### src/rtl/tgcb_pkg.sv
package tgcb_pkg;
   typedef enum logic [2:0] {
      ST_IDLE,
      ST_OFS,
      ST_SRC,
      ST_DST,
      ST_FIN
   } eng_state_t;

   localparam int unsigned REG_CTRL = 0;
   localparam int unsigned REG_BASE = 1;
   localparam int unsigned REG_LEN  = 2;
   localparam int unsigned REG_RPTR = 3;
   localparam int unsigned REG_WPTR = 4;
   localparam int unsigned REG_TBLA = 5;
   localparam int unsigned REG_TBLB = 6;
   localparam int unsigned REG_LIN  = 7;
   localparam int unsigned REG_TAPS = 8;
   localparam int unsigned REG_BLK  = 9;

   localparam int unsigned CTRL_START = 0;
   localparam int unsigned CTRL_DIR   = 1;
   localparam int unsigned CTRL_SEL   = 2;
   localparam int unsigned CTRL_CLR   = 3;
endpackage

### src/rtl/tgcb_wrap.sv
// Circular address: base + ((ptr - base + ofs + idx) mod len), with each term below len.
module tgcb_wrap #(
   parameter int AW   = 16,
   parameter int NSUB = 2
) (
   input  logic [AW-1:0] base,
   input  logic [AW-1:0] len,
   input  logic [AW-1:0] ptr,
   input  logic [AW-1:0] ofs,
   input  logic [AW-1:0] idx,
   output logic [AW-1:0] addr
);
   localparam int SW = AW + 2;

   if (NSUB < 2) begin : g_bad_nsub
      $error("tgcb_wrap: NSUB must be at least 2");
   end

   logic [AW-1:0] rel_ptr;
   logic [SW-1:0] stage [NSUB+1];
   logic [SW-1:0] len_x;
   logic [1:0]    wrap_unused_hi;

   assign rel_ptr  = ptr - base;
   assign len_x    = SW'(len);
   assign stage[0] = SW'(rel_ptr) + SW'(ofs) + SW'(idx);

   for (genvar k = 0; k < NSUB; k++) begin : g_sub
      assign stage[k+1] = (stage[k] >= len_x) ? stage[k] - len_x : stage[k];
   end

   assign wrap_unused_hi = stage[NSUB][SW-1:AW];
   assign addr           = base + stage[NSUB][AW-1:0];
endmodule

### src/rtl/tgcb_engine.sv
module tgcb_engine
   import tgcb_pkg::*;
#(
   parameter int AW    = 16,
   parameter int DW    = 32,
   parameter int TAP_W = 16,
   parameter int NSUB  = 2
) (
   input  logic             clk,
   input  logic             rst_n,
   input  logic             start,
   input  logic             dir_wr,
   input  logic [AW-1:0]    buf_base,
   input  logic [AW-1:0]    buf_len,
   input  logic [AW-1:0]    rd_ptr,
   input  logic [AW-1:0]    wr_ptr,
   input  logic [AW-1:0]    tbl_base,
   input  logic [AW-1:0]    lin_base,
   input  logic [AW-1:0]    blk,
   input  logic [TAP_W-1:0] tap_cnt,
   output logic             mem_req,
   output logic             mem_we,
   output logic [AW-1:0]    mem_addr,
   output logic [DW-1:0]    mem_wdata,
   input  logic [DW-1:0]    mem_rdata,
   input  logic             mem_ack,
   output logic             busy,
   output logic             fin,
   output logic             refuse
);
   eng_state_t       state;
   logic [TAP_W-1:0] tap_idx;
   logic [AW-1:0]    samp;
   logic [AW-1:0]    ofs;
   logic [DW-1:0]    data;
   logic [AW-1:0]    lin;
   logic [AW-1:0]    circ;
   logic [AW:0]      fill;
   logic             ovf;
   logic             last_samp;
   logic             last_tap;

   if (DW > AW) begin : g_hi
      logic rdata_unused_hi;
      assign rdata_unused_hi = ^mem_rdata[DW-1:AW];
   end

   tgcb_wrap #(.AW(AW), .NSUB(NSUB)) u_wrap (
      .base (buf_base),
      .len  (buf_len),
      .ptr  (dir_wr ? wr_ptr : rd_ptr),
      .ofs  (ofs),
      .idx  (samp),
      .addr (circ)
   );

   // Occupancy between pointers and the space check for a scatter.
   assign fill = (wr_ptr >= rd_ptr) ? {1'b0, wr_ptr - rd_ptr}
                                    : ({1'b0, wr_ptr} + {1'b0, buf_len} - {1'b0, rd_ptr});
   assign ovf       = ({1'b0, fill} + {2'b0, blk}) >= {2'b0, buf_len};
   assign refuse    = start && (state == ST_IDLE) && dir_wr && ovf;
   assign last_samp = (samp == blk - AW'(1));
   assign last_tap  = (tap_idx == tap_cnt - TAP_W'(1));

   always_ff @(posedge clk) begin
      if (!rst_n) begin
         state   <= ST_IDLE;
         tap_idx <= '0;
         samp    <= '0;
         ofs     <= '0;
         data    <= '0;
         lin     <= '0;
      end else begin
         unique case (state)
            ST_IDLE: if (start && !(dir_wr && ovf)) begin
               state   <= (tap_cnt == '0) ? ST_FIN : ST_OFS;
               tap_idx <= '0;
               samp    <= '0;
               lin     <= lin_base;
            end
            ST_OFS: if (mem_ack) begin
               ofs   <= mem_rdata[AW-1:0];
               state <= ST_SRC;
            end
            ST_SRC: if (mem_ack) begin
               data  <= mem_rdata;
               state <= ST_DST;
            end
            ST_DST: if (mem_ack) begin
               lin <= lin + AW'(1);
               if (last_samp) begin
                  samp <= '0;
                  if (last_tap) begin
                     state <= ST_FIN;
                  end else begin
                     tap_idx <= tap_idx + TAP_W'(1);
                     state   <= ST_OFS;
                  end
               end else begin
                  samp  <= samp + AW'(1);
                  state <= ST_SRC;
               end
            end
            ST_FIN: state <= ST_IDLE;
            default: state <= ST_IDLE;
         endcase
      end
   end

   always_comb begin
      mem_addr = '0;
      unique case (state)
         ST_OFS:  mem_addr = tbl_base + AW'(tap_idx);
         ST_SRC:  mem_addr = dir_wr ? lin : circ;
         ST_DST:  mem_addr = dir_wr ? circ : lin;
         default: mem_addr = '0;
      endcase
   end

   assign mem_req   = (state == ST_OFS) || (state == ST_SRC) || (state == ST_DST);
   assign mem_we    = (state == ST_DST);
   assign mem_wdata = data;
   assign busy      = (state != ST_IDLE);
   assign fin       = (state == ST_FIN);
endmodule

### src/rtl/tgcb_regs.sv
module tgcb_regs
   import tgcb_pkg::*;
#(
   parameter int AW       = 16,
   parameter int DW       = 32,
   parameter int MAX_TAPS = 32768,
   parameter int TAP_W    = 16
) (
   input  logic             clk,
   input  logic             rst_n,
   input  logic             cfg_we,
   input  logic [3:0]       cfg_addr,
   input  logic [DW-1:0]    cfg_wdata,
   output logic [DW-1:0]    cfg_rdata,
   input  logic             eng_busy,
   input  logic             fin,
   input  logic             refuse,
   input  logic [AW-1:0]    nxt_ptr,
   output logic             start_q,
   output logic             busy,
   output logic             dir_wr,
   output logic             done,
   output logic [AW-1:0]    buf_base,
   output logic [AW-1:0]    buf_len,
   output logic [AW-1:0]    rd_ptr,
   output logic [AW-1:0]    wr_ptr,
   output logic [AW-1:0]    tbl_base,
   output logic [AW-1:0]    lin_base,
   output logic [AW-1:0]    blk,
   output logic [TAP_W-1:0] tap_cnt
);
   logic          tbl_sel;
   logic          overrun;
   logic [AW-1:0] tbl_a;
   logic [AW-1:0] tbl_b;
   logic          wr_ok;
   logic          clr;

   assign busy     = eng_busy | start_q;
   assign wr_ok    = cfg_we && !busy;
   assign clr      = cfg_we && (cfg_addr == 4'(REG_CTRL)) && cfg_wdata[CTRL_CLR];
   assign tbl_base = tbl_sel ? tbl_b : tbl_a;

   always_ff @(posedge clk) begin
      if (!rst_n) begin
         start_q  <= 1'b0;
         dir_wr   <= 1'b0;
         tbl_sel  <= 1'b0;
         done     <= 1'b0;
         overrun  <= 1'b0;
         buf_base <= '0;
         buf_len  <= '0;
         rd_ptr   <= '0;
         wr_ptr   <= '0;
         tbl_a    <= '0;
         tbl_b    <= '0;
         lin_base <= '0;
         blk      <= '0;
         tap_cnt  <= '0;
      end else begin
         start_q <= 1'b0;
         if (wr_ok) begin
            unique case (cfg_addr)
               4'(REG_CTRL): begin
                  start_q <= cfg_wdata[CTRL_START];
                  dir_wr  <= cfg_wdata[CTRL_DIR];
                  tbl_sel <= cfg_wdata[CTRL_SEL];
               end
               4'(REG_BASE): buf_base <= cfg_wdata[AW-1:0];
               4'(REG_LEN):  buf_len  <= cfg_wdata[AW-1:0];
               4'(REG_RPTR): rd_ptr   <= cfg_wdata[AW-1:0];
               4'(REG_WPTR): wr_ptr   <= cfg_wdata[AW-1:0];
               4'(REG_TBLA): tbl_a    <= cfg_wdata[AW-1:0];
               4'(REG_TBLB): tbl_b    <= cfg_wdata[AW-1:0];
               4'(REG_LIN):  lin_base <= cfg_wdata[AW-1:0];
               4'(REG_TAPS): tap_cnt  <= (cfg_wdata > DW'(MAX_TAPS)) ? TAP_W'(MAX_TAPS)
                                                                     : cfg_wdata[TAP_W-1:0];
               4'(REG_BLK):  blk      <= cfg_wdata[AW-1:0];
               default: ;
            endcase
         end
         if (fin && dir_wr)  wr_ptr <= nxt_ptr;
         if (fin && !dir_wr) rd_ptr <= nxt_ptr;
         if (fin || refuse) done <= 1'b1;
         else if (clr)      done <= 1'b0;
         if (refuse)        overrun <= 1'b1;
         else if (clr)      overrun <= 1'b0;
      end
   end

   always_comb begin
      unique case (cfg_addr)
         4'(REG_CTRL): cfg_rdata = DW'({tbl_sel, dir_wr, overrun, done, busy});
         4'(REG_BASE): cfg_rdata = DW'(buf_base);
         4'(REG_LEN):  cfg_rdata = DW'(buf_len);
         4'(REG_RPTR): cfg_rdata = DW'(rd_ptr);
         4'(REG_WPTR): cfg_rdata = DW'(wr_ptr);
         4'(REG_TBLA): cfg_rdata = DW'(tbl_a);
         4'(REG_TBLB): cfg_rdata = DW'(tbl_b);
         4'(REG_LIN):  cfg_rdata = DW'(lin_base);
         4'(REG_TAPS): cfg_rdata = DW'(tap_cnt);
         4'(REG_BLK):  cfg_rdata = DW'(blk);
         default:      cfg_rdata = '0;
      endcase
   end
endmodule

### src/rtl/tgcb_dma.sv
module tgcb_dma #(
   parameter int AW       = 16,
   parameter int DW       = 32,
   parameter int MAX_TAPS = 32768,
   parameter int NSUB     = 2
) (
   input  logic          clk,
   input  logic          rst_n,
   input  logic          cfg_we,
   input  logic [3:0]    cfg_addr,
   input  logic [DW-1:0] cfg_wdata,
   output logic [DW-1:0] cfg_rdata,
   output logic          mem_req,
   output logic          mem_we,
   output logic [AW-1:0] mem_addr,
   output logic [DW-1:0] mem_wdata,
   input  logic [DW-1:0] mem_rdata,
   input  logic          mem_ack,
   output logic          irq
);
   localparam int TAP_W = $clog2(MAX_TAPS + 1);

   if (DW < AW) begin : g_bad_dw
      $error("tgcb_dma: DW must be at least AW");
   end
   if (TAP_W > AW) begin : g_bad_taps
      $error("tgcb_dma: MAX_TAPS needs more bits than AW");
   end
   if (MAX_TAPS < 1) begin : g_bad_max
      $error("tgcb_dma: MAX_TAPS must be positive");
   end

   logic             start_q;
   logic             busy;
   logic             eng_busy;
   logic             eng_fin;
   logic             eng_refuse;
   logic             dir_wr;
   logic             done;
   logic [AW-1:0]    buf_base;
   logic [AW-1:0]    buf_len;
   logic [AW-1:0]    rd_ptr;
   logic [AW-1:0]    wr_ptr;
   logic [AW-1:0]    tbl_base;
   logic [AW-1:0]    lin_base;
   logic [AW-1:0]    blk;
   logic [TAP_W-1:0] tap_cnt;
   logic [AW-1:0]    nxt_ptr;

   tgcb_regs #(.AW(AW), .DW(DW), .MAX_TAPS(MAX_TAPS), .TAP_W(TAP_W)) u_regs (
      .clk(clk), .rst_n(rst_n),
      .cfg_we(cfg_we), .cfg_addr(cfg_addr), .cfg_wdata(cfg_wdata), .cfg_rdata(cfg_rdata),
      .eng_busy(eng_busy), .fin(eng_fin), .refuse(eng_refuse), .nxt_ptr(nxt_ptr),
      .start_q(start_q), .busy(busy), .dir_wr(dir_wr), .done(done),
      .buf_base(buf_base), .buf_len(buf_len), .rd_ptr(rd_ptr), .wr_ptr(wr_ptr),
      .tbl_base(tbl_base), .lin_base(lin_base), .blk(blk), .tap_cnt(tap_cnt)
   );

   // Pointer advance by one block at the end of a transfer.
   tgcb_wrap #(.AW(AW), .NSUB(NSUB)) u_adv (
      .base(buf_base), .len(buf_len), .ptr(dir_wr ? wr_ptr : rd_ptr),
      .ofs(blk), .idx('0), .addr(nxt_ptr)
   );

   tgcb_engine #(.AW(AW), .DW(DW), .TAP_W(TAP_W), .NSUB(NSUB)) u_eng (
      .clk(clk), .rst_n(rst_n), .start(start_q), .dir_wr(dir_wr),
      .buf_base(buf_base), .buf_len(buf_len), .rd_ptr(rd_ptr), .wr_ptr(wr_ptr),
      .tbl_base(tbl_base), .lin_base(lin_base), .blk(blk), .tap_cnt(tap_cnt),
      .mem_req(mem_req), .mem_we(mem_we), .mem_addr(mem_addr), .mem_wdata(mem_wdata),
      .mem_rdata(mem_rdata), .mem_ack(mem_ack),
      .busy(eng_busy), .fin(eng_fin), .refuse(eng_refuse)
   );

   assign irq = done;
endmodule

### config.mk
export PLATFORM = sky130hd
export DESIGN_NAME = tgcb_dma
export DESIGN_NICKNAME = d
export VERILOG_FILES = /design/src/rtl/tgcb_pkg.sv /design/src/rtl/tgcb_wrap.sv /design/src/rtl/tgcb_engine.sv /design/src/rtl/tgcb_regs.sv /design/src/rtl/tgcb_dma.sv
export SDC_FILE = /design/constraint.sdc
export NUM_CORES = 1
export LEC_CHECK = 0
export CAP_MARGIN = 10
export CORE_AREA = 2 2 297 211
export DETAILED_ROUTE_END_ITERATION = 16
export DIE_AREA = 0 0 299 213
export GPL_TIMING_DRIVEN = 0
export SETUP_SLACK_MARGIN = 0.05
export SLEW_MARGIN = 0
export SYNTH_ARGS = -nofsm -noshare
export SYNTH_HDL_FRONTEND = slang
export SYNTH_SLANG_ARGS = --single-unit
### constraint.sdc
create_clock -name clk -period 12.8 [get_ports clk]
set_input_delay 1.28 -clock clk [delete_from_list [all_inputs] [get_ports clk]]
set_output_delay 1.28 -clock clk [all_outputs]
set_load 0.02 [all_outputs]
==> results of run 1 <==
synthesized netlist by cell type, drive strengths merged (20+ instances only):
library cell,n
a211oi,24
a21boi,72
a21o,59
a21oi,257
a221oi,43
a22oi,63
and2,27
and3,29
buf,26
clkbuf,147
dfxtp,248
fa,44
ha,231
inv,241
mux2,38
nand2,481
nand2b,26
nand3,71
nand4,36
nor2,207
nor2b,40
nor3,84
nor4,33
o21a,35
o21ai,174
o21bai,20
or3,24
xnor2,148
xor2,72
kinds of logic after synthesis:
family / Yosys count
AO/OA/AOI/OAI: 924
XOR/XNOR: 220
adder cells (fa/ha/maj): 275
buffers and inverters: 415
flip-flops: 248
multiplexers: 53
other: 1
AND/OR/NAND/NOR: 1113
layout by cell type (no fill, tap or decap), types with 18 or more instances in the layout:
master,instances
nand2_1,475
dfxtp_1,247
inv_1,236
a21oi_1,236
ha_1,217
nor2_1,201
o21ai_0,153
clkbuf_1,144
xnor2_1,144
clkdlybuf4s50_1,107
buf_4,91
nor3_1,82
a21boi_0,71
nand3_1,69
xor2_1,66
a22oi_1,61
a21o_1,59
fa_1,41
nor2b_1,37
nand4_1,36
mux2_2,35
a221oi_1,35
o21a_1,34
nor4_1,30
and3_1,29
and2_1,25
nand2b_1,25
clkbuf_16,25
a211oi_1,23
or3_1,23
o21bai_1,20
o211ai_1,19
a22o_1,18
what timing repair did:
item,4_1_cts,5_1_grt
pin swaps,41,69
setup endpoints to repair,39,34
gates resized for setup,158,97
buffers inserted,42,30
hold buffers,0,0
flip-flops by register name, summed over array words and instances, names as in the netlist, 3 cells and up:
signal           count
u_eng.mem_wdata     32
u_eng.lin           16
u_eng.ofs           16
u_eng.samp          16
u_eng.tap_idx       16
u_regs.blk          16
u_regs.buf_base     16
u_regs.buf_len      16
u_regs.lin_base     16
u_regs.rd_ptr       16
u_regs.tap_cnt      16
u_regs.tbl_a        16
u_regs.tbl_b        16
u_regs.wr_ptr       16
u_eng.state          3
routing by layer:
| layer | global-route usage (%) | part of all wire [%] | up-vias |
|---|---|---|---|
| met5 | 0 | 0 | - |
| met4 | 6.28 | 2.3 | 0 |
| met3 | 11.8 | 15 | 132 |
| met2 | 40.0 | 37 | 1396 |
| met1 | 45.2 | 45 | 12000 |
| li1 | - | - | 12000 |
worst max-delay path: cells and delay by family (launching register included):
kind | cells | cell delay, ns
AO/OA/AOI/OAI | 27 | 4.24
XOR/XNOR | 3 | 0.57
adder cells (fa/ha/maj) | 9 | 2.67
buffers and inverters | 8 | 0.95
flip-flops | 1 | 0.44
multiplexers | 3 | 0.83
AND/OR/NAND/NOR | 12 | 1.62
through the flow:
step	setup WS, ns	utilization (%)	instance area, sq um
after floorplan	0.148	-	24200
after detailed placement	-3.27	43.6	26500
final	-0.382	47.0	28600
after global placement	-3.22	43.5	26500
after CTS	-0.361	46.1	28000
after global routing	-0.877	47.0	28600
layout make-up:
| type | instances | area [sq um] |
|---|---|---|
| fillers | 6176 | 32300 |
| multi-input cells | 2601 | 18400 |
| flip-flops and latches | 248 | 4970 |
| repair buffers | 196 | 1770 |
| well taps | 819 | 1020 |
| inverters | 242 | 908 |
| plain buffers | 169 | 771 |
| clock buffers | 34 | 669 |
| clock inverters | 9 | 80.1 |
| diodes | 1 | 2.50 |
worst max-delay path by stage:
stage,end,cells after the start,start
after floorplan,mem_addr[14],61,u_regs.dir_wr
after global placement,mem_addr[14],60,u_regs.dir_wr
after detailed placement,mem_addr[14],60,u_regs.dir_wr
after CTS,mem_addr[14],61,u_regs.dir_wr
after global routing,mem_addr[12],62,u_regs.dir_wr
final,mem_addr[12],62,u_regs.dir_wr
==> flow_metrics.tcl, run 1 <==
set metrics [dict create \
    status "finished with violations" \
    post-synth-top-area-cell "dfxtp_1" \
    hold_path.class "flop to flop" \
    port_buffers 122 \
    grt_max_degree 15 \
    cp_slowest_stage_delay_ns 0.48 \
    drt_wl_total_um 100000 \
    rows 76 \
    cp_data_arrival_time_ns 11.90 \
    ant_nets 0 \
    firstDrtPassIters 6 \
    synth_simple_gate_area_share_pct 21.4 \
    start_util_pct 39.7 \
    slew_violations 0 \
    synth_top_family_by_area "compound AO/OA/AOI/OAI gates" \
    die_area_sq_um 63700 \
    clk_latency_ns 0.56 \
    worstMarginPinSlew_ns 1.21 \
    grt_pass1_wl_um 146000 \
    synth_area_leaders "dfxtp_1 21%, ha_1 12%, nand2_1 7.5%, xnor2_1 5.4%, a21oi_1 5.3%" \
    fmax_mhz 75.9 \
    postSynthCellCount 3249 \
    gp_congestion 1.03 \
    htree_levels 1 \
    rsz0062_at_grt "true" \
    synth_compound_area_share_pct 25.4 \
    post-route-period-util_pct 103 \
    timing.final.ws_setup_ns -0.382 \
    synth_area_sq_um 24200 \
    syn_avg_cell_area_sq_um 7.44 \
    r2r-start "u_regs.dir_wr" \
    drive_above_1_share_pct 9.60 \
    grt_overflow 0 \
    fin_hold_ws_ns 0.455 \
    grt_pass1_vias 22800 \
    async_flop_share_pct 0 \
    cp_max_fo 6 \
    finalHoldViolations 0 \
    critPathCaptureType "primary output" \
    synthFlopType "dfxtp_1" \
    die_w_um 299 \
    min_from "u_eng.mem_wdata[27]" \
    antenna_found_initial 1 \
    skew_ns 0.0326 \
    startpoint_type "flop" \
    finalNetCount 3829 \
    core_area_sq_um 60900 \
    synth_edf_count 0 \
    dpl.hpwl_um 79300 \
    crit_path_frequent_cell "a21oi_2" \
    io_pins 155 \
    yosysSeqAreaShare_pct 20.5 \
    synth_xor_area_share_pct 7.97 \
    post-route-min-period_ns 13.18 \
    r2r_end "u_regs.wr_ptr[13]" \
    clk_pin_slew_ns 0.07 \
    yosys-mux-area-fraction_pct 2.39 \
    vias 25500 \
    hold_end "u_eng.mem_wdata[27]" \
    track_usage_pct 30.3 \
    critPathSlowestCell "fa_1" \
    ys_types 84 \
    drc 0 \
    worst_ep_required_time_ns 11.52 \
    routed_via_density 5.91 \
    root_buffer "clkbuf_16" \
    finalSetupViolations 6 \
    final_cells 4319 \
    cts_buffers 24 \
    cap_violations 0 \
    slew_headroom_pct 18.8 \
    areaGrowthSynthToFinish_pct 18.3 \
    place_inst 4206 \
    critPathKind "flop to primary output" \
    cts.path.max_buffers 3 \
    synthAdderAreaFrac_pct 15.6 \
    drtIter0Drc 3624 \
    ys_seq_elements 248 \
    min_path_cells 2 \
    numClockSinks 248 \
    violations "negative setup slack" \
    reg2reg_depth 56 \
    die_height_um 213 \
    yosys_warnings 0 \
    wl_per_cell_um 23.3 \
    setup-tns-final_ns -1.42 \
    r2r_setup_slack_ns 0.89 \
    cts_tree "built" \
    synth_top_area_share_pct 20.5 \
]
Power of run 1 is not shown: default switching activity piles up to over one toggle a cycle in this logic, so the estimate is an artifact.
==> run 2: changes to the inputs <==
--- a/config.mk
+++ b/config.mk
@@ -6,9 +6,10 @@
 export NUM_CORES = 1
 export LEC_CHECK = 0
 export CAP_MARGIN = 10
-export CORE_AREA = 2 2 297 211
+export CORE_AREA = 3 3 298 212
+export CTS_CLUSTER_SIZE = 30
 export DETAILED_ROUTE_END_ITERATION = 16
-export DIE_AREA = 0 0 299 213
+export DIE_AREA = 0 0 301 215
 export GPL_TIMING_DRIVEN = 0
 export SETUP_SLACK_MARGIN = 0.05
 export SLEW_MARGIN = 0
==> run 2 against run 1 <==
Effect of this change:
- the flow still finishes with violations (negative setup slack)
- hold slack worse by 0.0030 ns
- via count is 0.79% higher
- cell area is 0.28% lower
- non-clock buffer count is 13 lower
- utilization is 0.50 points higher
- highest routed layer unchanged
==> flow_metrics.tcl, run 2 (synthesized netlist as in run 1, its figures left out) <==
set metrics [dict create \
    post-route-period-util_pct 104 \
    clk_latency_ns 0.55 \
    timing.final.ws_setup_ns -0.573 \
    finalHoldViolations 0 \
    rows 75 \
    cts.path.max_buffers 3 \
    routed_via_density 5.99 \
    worstMarginPinSlew_ns 1.37 \
    final_cell_area_sq_um 28500 \
    start_util_pct 40.3 \
    areaGrowthSynthToFinish_pct 17.9 \
    drc 0 \
    die_height_um 215 \
    grt_pass1_vias 22800 \
    hold_path.class "flop to flop" \
    diodes 0 \
    cp_max_fo 7 \
    drt_wl_total_um 100000 \
    io_pins 155 \
    grt_max_degree 15 \
    grt_pass1_wl_um 145000 \
    finalSetupViolations 5 \
    antenna_found_initial 6 \
    skew_ns 0.0166 \
    ant_nets 0 \
    finalNetCount 3817 \
    startpoint_type "flop" \
    critPathCaptureType "primary output" \
    finish.utilization_pct 47.5 \
    layout_commonest_cell "nand2_1" \
    worst_ep_required_time_ns 11.52 \
    wl_per_cell_um 23.3 \
    die_area_sq_um 64700 \
    cap_violations 0 \
    post-route-min-period_ns 13.37 \
    track_usage_pct 29.4 \
    drive_above_1_share_pct 9.15 \
    core_area_sq_um 60100 \
    slew_violations 0 \
    placed_cell_area_sq_um 26500 \
    critPathKind "flop to primary output" \
    cp_slowest_stage_delay_ns 0.49 \
    fillCellCount 6186 \
    vias 25700 \
    clk_pin_slew_ns 0.07 \
    grt_overflow 0 \
    final_cell_mix "481 x nand2_1, 247 x dfxtp_1, 238 x a21oi_1" \
    firstDrtPassIters 9 \
    critPathSlowestCell "fa_1" \
    gp_congestion 1.04 \
    drtIter0Drc 3522 \
    die_w_um 301 \
    dpl.hpwl_um 79400 \
    setup-tns-final_ns -2.21 \
    fin_hold_ws_ns 0.452 \
    htree_levels 1 \
    cts_tree "built" \
    slew_headroom_pct 7.84 \
    largest_reg_flops 32 \
    port_buffers 122 \
    rsz0062_at_grt "true" \
    fmax_mhz 74.8 \
    cts_buffers 25 \
    violations "negative setup slack" \
    cp_data_arrival_time_ns 12.09 \
    status "finished with violations" \
    crit_path_frequent_cell "a21oi_2" \
    root_buffer "clkbuf_16" \
    numClockSinks 248 \
]
-- run 2: timing repair --
action / 4_1_cts / 5_1_grt
setup endpoints to repair: 38 / 34
setup buffers: 40 / 17
pin swaps: 56 / 67
hold buffers: 0 / 0
gates resized for setup: 169 / 71
-- run 2: area by class of cell --
type	count	area [sq um]	area share (%)
multi-input cells	2601	18300	64.3
flip-flops and latches	248	4970	17.4
repair buffers	182	1670	5.87
well taps	808	1010	3.54
inverters	242	908	3.19
plain buffers	170	779	2.73
clock buffers	34	729	2.56
clock inverters	10	114	0.399
-- run 2: worst paths after layout --
| path | startpoint | depth (start not counted) | to | slack (ns) |
|---|---|---|---|---|
| worst min register to register | u_eng.mem_wdata[20] | 2 | u_eng.mem_wdata[20] | 0.45 |
| worst max register to register | u_regs.dir_wr | 58 | u_regs.rd_ptr[13] | 0.67 |
| worst min-delay path | u_eng.mem_wdata[20] | 2 | u_eng.mem_wdata[20] | 0.45 |
| worst max-delay path | u_regs.dir_wr | 61 | mem_addr[14] | -0.57 |
-- run 2: critical path: cells and delay by family, from the launching register on --
kind	cells	cell delay [ns]
multiplexers	2	0.43
buffers and inverters	9	1.02
XOR/XNOR	3	0.53
flip-flops	1	0.43
adder cells (fa/ha/maj)	8	2.34
AND/OR/NAND/NOR	11	1.42
AO/OA/AOI/OAI	28	5.38
-- run 2: per-stage QoR --
| step | cells | setup WS (ns) |
|---|---|---|
| detailed placement | 4195 | -3.18 |
| CTS | 4278 | -0.405 |
| finish | 4295 | -0.573 |
| floorplan | 3264 | 0.148 |
| global route | 4295 | -0.990 |
| global placement | 4194 | -3.08 |
-- run 2: routing by layer --
layer | up-vias | share of wire, % | track usage [%]
li1 | 11900 | - | -
met1 | 12200 | 46 | 45.7
met2 | 1411 | 37 | 38.0
met3 | 144 | 14 | 10.4
met4 | 0 | 2.2 | 5.34
met5 | - | 0 | 0
Power of run 2 is left out for the same reason.
